File: src/rtl/mbx_pkg.sv
package mbx_pkg;

   localparam int          NUM_OPS  = 13;
   localparam logic [15:0] LEN_ANY  = 16'hFFFF;

   localparam logic [15:0] RC_OK       = 16'h0000;
   localparam logic [15:0] RC_UNSUP    = 16'h0003;
   localparam logic [15:0] RC_INTERNAL = 16'h0004;
   localparam logic [15:0] RC_BADLEN   = 16'h0016;

   typedef struct packed {
      logic [7:0]  grp;
      logic [7:0]  op;
      logic [15:0] need;
   } op_ent_t;

   typedef enum logic [1:0] {
      ST_IDLE = 2'd0,
      ST_CALL = 2'd1,
      ST_WRBK = 2'd2,
      ST_DONE = 2'd3
   } seq_st_t;

   function automatic op_ent_t op_entry(input int idx);
      op_ent_t e;
      case (idx)
         0:       e = '{grp: 8'h01, op: 8'h00, need: 16'd1};
         1:       e = '{grp: 8'h01, op: 8'h01, need: LEN_ANY};
         2:       e = '{grp: 8'h01, op: 8'h02, need: 16'd0};
         3:       e = '{grp: 8'h01, op: 8'h03, need: 16'd4};
         4:       e = '{grp: 8'h02, op: 8'h00, need: 16'd0};
         5:       e = '{grp: 8'h03, op: 8'h00, need: 16'd0};
         6:       e = '{grp: 8'h03, op: 8'h01, need: 16'd8};
         7:       e = '{grp: 8'h04, op: 8'h00, need: 16'd0};
         8:       e = '{grp: 8'h04, op: 8'h01, need: 16'h18};
         9:       e = '{grp: 8'h40, op: 8'h00, need: 16'd0};
         10:      e = '{grp: 8'h41, op: 8'h00, need: 16'd0};
         11:      e = '{grp: 8'h41, op: 8'h02, need: 16'd0};
         default: e = '{grp: 8'h41, op: 8'h03, need: LEN_ANY};
      endcase
      return e;
   endfunction

endpackage

File: src/rtl/mbx_cmd_table.sv
module mbx_cmd_table
   import mbx_pkg::*;
#(
   parameter int LEN_W = 16
) (
   input  logic [7:0]       grp,
   input  logic [7:0]       op,
   input  logic [LEN_W-1:0] len,
   output logic             known,
   output logic             len_ok
);

   logic [NUM_OPS-1:0] hit;
   logic [NUM_OPS-1:0] fit;

   for (genvar g = 0; g < NUM_OPS; g++) begin : g_ent
      localparam op_ent_t ENT = op_entry(g);
      assign hit[g] = (grp == ENT.grp) && (op == ENT.op);
      assign fit[g] = (ENT.need == LEN_ANY) || (32'(len) == 32'(ENT.need));
   end

   assign known  = |hit;
   assign len_ok = |(hit & fit);

endmodule

File: src/rtl/mbx_rsp_clamp.sv
module mbx_rsp_clamp
   import mbx_pkg::*;
#(
   parameter int LEN_W         = 16,
   parameter int ERR_W         = 16,
   parameter int PAYLOAD_BYTES = 256
) (
   input  logic [ERR_W-1:0] in_code,
   input  logic [LEN_W-1:0] in_len,
   output logic [ERR_W-1:0] out_code,
   output logic [LEN_W-1:0] out_len
);

   localparam longint LEN_MAX = (longint'(1) << LEN_W) - 1;

   if (longint'(PAYLOAD_BYTES) >= LEN_MAX) begin : g_pass
      assign out_code = in_code;
      assign out_len  = in_len;
   end else begin : g_clamp
      localparam logic [LEN_W-1:0] CAP = LEN_W'(PAYLOAD_BYTES);
      logic over;
      assign over     = (in_len > CAP);
      assign out_code = over ? ERR_W'(RC_INTERNAL) : in_code;
      assign out_len  = over ? CAP : in_len;
   end

endmodule

File: src/rtl/mbx_seq.sv
module mbx_seq
   import mbx_pkg::*;
#(
   parameter int LEN_W = 16,
   parameter int ERR_W = 16
) (
   input  logic             clk,
   input  logic             rst_n,
   input  logic             bell,
   input  logic             known,
   input  logic             len_ok,
   input  logic             rsp_valid,
   input  logic [ERR_W-1:0] rsp_code,
   input  logic [LEN_W-1:0] rsp_len,
   output logic             call,
   output logic             wb,
   output logic             clr,
   output logic [ERR_W-1:0] fin_code,
   output logic [LEN_W-1:0] fin_len
);

   seq_st_t          st;
   logic [ERR_W-1:0] code_q;
   logic [LEN_W-1:0] len_q;

   always_ff @(posedge clk) begin
      if (!rst_n) begin
         st     <= ST_IDLE;
         code_q <= '0;
         len_q  <= '0;
      end else begin
         case (st)
            ST_IDLE: begin
               if (bell) begin
                  if (!known) begin
                     code_q <= ERR_W'(RC_UNSUP);
                     len_q  <= '0;
                     st     <= ST_WRBK;
                  end else if (!len_ok) begin
                     code_q <= ERR_W'(RC_BADLEN);
                     len_q  <= '0;
                     st     <= ST_WRBK;
                  end else begin
                     st <= ST_CALL;
                  end
               end
            end
            ST_CALL: begin
               if (rsp_valid) begin
                  code_q <= rsp_code;
                  len_q  <= rsp_len;
                  st     <= ST_WRBK;
               end
            end
            ST_WRBK: st <= ST_DONE;
            default: st <= ST_IDLE;
         endcase
      end
   end

   assign call     = (st == ST_CALL);
   assign wb       = (st == ST_WRBK);
   assign clr      = (st == ST_DONE);
   assign fin_code = code_q;
   assign fin_len  = len_q;

endmodule

File: src/rtl/mbx_dispatch.sv
module mbx_dispatch
   import mbx_pkg::*;
#(
   parameter int LEN_W         = 16,
   parameter int ERR_W         = 16,
   parameter int PAYLOAD_BYTES = 256
) (
   input  logic                clk,
   input  logic                rst_n,
   input  logic                reg_wr,
   input  logic                reg_sel,
   input  logic [16+LEN_W-1:0] reg_wdata,
   output logic                doorbell,
   output logic [16+LEN_W-1:0] cmd_reg,
   output logic [ERR_W-1:0]    status_reg,
   output logic                hreq_valid,
   output logic [7:0]          hreq_grp,
   output logic [7:0]          hreq_op,
   output logic [LEN_W-1:0]    hreq_len,
   input  logic                hrsp_valid,
   input  logic [ERR_W-1:0]    hrsp_code,
   input  logic [LEN_W-1:0]    hrsp_len
);

   localparam int CMD_W = 16 + LEN_W;

   if (LEN_W < 8 || LEN_W > 24) begin : g_bad_len
      $error("mbx_dispatch: LEN_W out of range");
   end
   if (ERR_W < 5) begin : g_bad_err
      $error("mbx_dispatch: ERR_W too narrow for return codes");
   end
   if (PAYLOAD_BYTES < 1) begin : g_bad_pl
      $error("mbx_dispatch: PAYLOAD_BYTES must be positive");
   end

   logic             known, len_ok;
   logic             wb, clr;
   logic [ERR_W-1:0] cl_code, fin_code;
   logic [LEN_W-1:0] cl_len, fin_len;

   assign hreq_op  = cmd_reg[7:0];
   assign hreq_grp = cmd_reg[15:8];
   assign hreq_len = cmd_reg[CMD_W-1:16];

   mbx_cmd_table #(.LEN_W(LEN_W)) u_table (
      .grp    (hreq_grp),
      .op     (hreq_op),
      .len    (hreq_len),
      .known  (known),
      .len_ok (len_ok)
   );

   mbx_rsp_clamp #(
      .LEN_W(LEN_W), .ERR_W(ERR_W), .PAYLOAD_BYTES(PAYLOAD_BYTES)
   ) u_clamp (
      .in_code  (hrsp_code),
      .in_len   (hrsp_len),
      .out_code (cl_code),
      .out_len  (cl_len)
   );

   mbx_seq #(.LEN_W(LEN_W), .ERR_W(ERR_W)) u_seq (
      .clk       (clk),
      .rst_n     (rst_n),
      .bell      (doorbell),
      .known     (known),
      .len_ok    (len_ok),
      .rsp_valid (hrsp_valid),
      .rsp_code  (cl_code),
      .rsp_len   (cl_len),
      .call      (hreq_valid),
      .wb        (wb),
      .clr       (clr),
      .fin_code  (fin_code),
      .fin_len   (fin_len)
   );

   always_ff @(posedge clk) begin
      if (!rst_n) begin
         doorbell   <= 1'b0;
         cmd_reg    <= '0;
         status_reg <= '0;
      end else begin
         if (reg_wr && !doorbell) begin
            if (reg_sel) cmd_reg  <= reg_wdata;
            else         doorbell <= reg_wdata[0];
         end
         if (wb) begin
            cmd_reg    <= {fin_len, 16'h0000};
            status_reg <= fin_code;
         end
         if (clr) doorbell <= 1'b0;
      end
   end

endmodule

File: config.mk
export PLATFORM = sky130hd
export DESIGN_NAME = mbx_dispatch
export DESIGN_NICKNAME = d
export VERILOG_FILES = /design/src/rtl/mbx_pkg.sv /design/src/rtl/mbx_cmd_table.sv /design/src/rtl/mbx_rsp_clamp.sv /design/src/rtl/mbx_seq.sv /design/src/rtl/mbx_dispatch.sv
export SDC_FILE = /design/constraint.sdc
export NUM_CORES = 1
export LEC_CHECK = 0
export BUFFER_PORTS_ARGS = -buffer_cell sky130_fd_sc_hd__buf_2
export CORE_UTILIZATION = 48
export DETAILED_ROUTE_END_ITERATION = 8
export PLACE_DENSITY = 0.76
export SYNTH_ARGS = -nofsm -noshare
export SYNTH_HDL_FRONTEND = slang
export SYNTH_SLANG_ARGS = --single-unit
File: constraint.sdc
create_clock -name clk -period 2.65 [get_ports clk]
set_clock_uncertainty 0.05 [all_clocks]
set_input_delay 0.53 -clock clk [delete_from_list [all_inputs] [get_ports clk]]
set_output_delay 0.53 -clock clk [all_outputs]
set_load 0.005 [all_outputs]
==> flow_summary.json <==
{
  "finalNonFillerCells": 675,
  "antenna_cells": 0,
  "synth_fp_nets": 537,
  "netlist_area_sq_mm": 0.00377,
  "synthTopCellsByArea": "dfxtp_1, nand2_1, a21oi_1, buf_4, mux2i_1",
  "period_needed_ns": 2.46,
  "synth.yosys.seq_area_share_pct": 44.1,
  "cp.arrival_ns": 2.65,
  "die-area_sq_mm": 0.00820,
  "syn_inst": 464,
  "powerDensity_mw_per_mm2": 711,
  "wl_per_cell_um": 14.1,
  "crit_required_ns": 2.84,
  "top_layer": "met4",
  "cts.clk_slew.worst_paths_ns": 0.08,
  "rsz0062_at_grt": "no",
  "final_common_cell": "buf_2",
  "core_sq_mm": 0.00741,
  "yosys_register_bits": 83,
  "end_kind": "register",
  "final_cell_mix": "buf_2, dfxtp_1, nand2_1",
  "async_flop_share_pct": 0,
  "routed_via_density": 5.20,
  "dp_cells": 660,
  "dp.final_hpwl_um": 6980,
  "cts-resized-gates": 0,
  "reg2reg_depth": 6,
  "p_leak_nw": 2.07,
  "postCtsSetupRepairBufs": 0,
  "drive_gt1_share_pct": 31.4,
  "finalSetupViolCount": 0,
  "finalHoldViolCount": 0,
  "status": "completed",
  "final-max-slew-violation-count": 0,
  "fp.dieW_um": 90.6,
  "first_pass_iters": 4,
  "grt_pass1_wl_um": 15300,
  "yosysTopAreaCellShare_pct": 44.1,
  "htree_levels": 3,
  "grt_pass1_vias": 3191,
  "cts_sinks": 83,
  "via_count": 3509,
  "fin_crit_sh_pct": 92.7,
  "slew_headroom_pct": 57.5,
  "min_path_type": "input port to register",
  "overflow": 0,
  "drc": 0,
  "largest_reg_flops": 32,
  "syn2layout_area_growth_pct": 21.3,
  "io_buffers": 150,
  "wl_met1_um": 4170,
  "yosys_warnings": 0,
  "grt_max_degree": 40,
  "path_max_fanout": 8,
  "chipHeight_um": 90.6,
  "setup-tns-final_ns": 0,
  "tightest_slew_ns": 0.637,
  "start_util_pct": 50.8,
  "synth.avg_cell_area_sq_um": 8.12,
  "clkLatencyLatePin_ns": 0.35,
  "dr.first_iter.drc_count": 199,
  "crit_type": "register to register",
  "hold_depth": 2,
  "max-clock-path-buffers": 2,
  "final_antenna_net_count": 0,
  "synth_edf_count": 0,
  "antenna_found_initial": 0,
  "tritoncts": "built",
  "ios": 151,
  "ir_worst_vdd_v": 0.000362,
  "fmax_mhz": 407,
  "fin_nets": 645,
  "finalWirelength_um": 9500,
  "grt_usage_pct": 23.2,
  "yosysUniqueCellTypes": 47,
  "cp-start-kind": "register",
  "ys.flop_type": "dfxtp_1",
  "routabilityCongestion": 0.853,
  "cts_hold_buffers": 0,
  "drv_cap": 0,
  "cts_root_buf": "clkbuf_8",
  "cts_inserted_buffers": 9,
  "wl_met2_um": 4370,
  "yosysTopAreaCell": "dfxtp_1",
  "wl_met3_um": 795,
  "rows": 31
}
cell usage after synthesis (all sizes together) (2+ instances only):
library cell / number
a211oi: 2
mux2i: 17
nor2b: 2
nand3b: 3
ha: 4
o21ai: 18
and4: 2
nand4: 2
nor3b: 2
buf: 42
and3: 7
a22o: 8
nand3: 27
o31a: 2
nor2: 43
o22a: 2
a21oi: 56
nor4b: 2
inv: 9
nor4: 9
dfxtp: 83
and2: 2
nor3: 5
nand2b: 2
clkbuf: 21
nand2: 77
nor4bb: 2
power by group:
part	leakage (nW)	switching (mW)	internal [mW]	total, mW
Combinational	1.29	0.469	0.318	0.787
Clock	0.112	0.433	0.619	1.05
Sequential	0.672	0.0872	1.32	1.41
cell families after synthesis:
kind of cell             count (synthesis)  share of synthesized area, %
AND/OR/NAND/NOR                        192                          23.9
flip-flops                              83                          44.1
adder cells (fa/ha/maj)                  4                          1.33
buffers and inverters                   72                          11.1
XOR/XNOR                                 1                         0.233
multiplexers                            17                          4.52
AO/OA/AOI/OAI                           95                          14.8
metrics by stage:
| stage | hold slack [ns] | setup slack (ns) | power (mW) | utilization (%) | area, sq um |
|---|---|---|---|---|---|
| 2_1_floorplan | 0.371 | 0.493 | 2.02 | - | 3770 |
| 4_1_cts | 0.345 | 0.166 | 3.27 | 61.6 | 4570 |
| 6_report | 0.355 | 0.192 | 3.25 | 61.6 | 4570 |
| 3_3_place_gp | 0.388 | 0.337 | 2.20 | 58.5 | 4340 |
| 3_5_place_dp | 0.396 | 0.227 | 2.22 | 58.5 | 4340 |
| 5_1_grt | 0.350 | 0.0536 | 3.42 | 61.6 | 4570 |
cell type report:
cell class / count / area (sq um)
Inverter: 9 / 33.8
Sequential cell: 83 / 1660
Timing Repair Buffer: 160 / 826
Clock inverter: 5 / 103
Multi-Input combinational cell: 309 / 1690
Tap cell: 99 / 124
Clock buffer: 10 / 128
Fill cell: 694 / 2840
final timing paths:
kind,from,end,slack [ns]
setup / recovery,cmd_reg[28],u_seq.fin_len[5],0.19
hold / removal,hrsp_len[6],u_seq.fin_len[6],0.35
setup reg to reg,cmd_reg[28],u_seq.fin_len[5],0.19
hold reg to reg,u_seq.fin_code[1],u_seq.fin_code[1],0.40
critical path, cell delays in order, from the launching register on:
cell       delay (ns)
dfxtp_1          0.33
nor4_1           0.56
nand4_1          0.21
a2111oi_0        0.47
o21ai_1          0.21
and4b_1          0.30
a22o_1           0.21
metal layers:
metal / up-vias / track usage, %
met5: - / 0
met4: 0 / 8.06
met3: 17 / 6.73
met2: 142 / 37.9
met1: 1581 / 29.1
li1: 1769 / -
(Power assumes the default switching activity.)
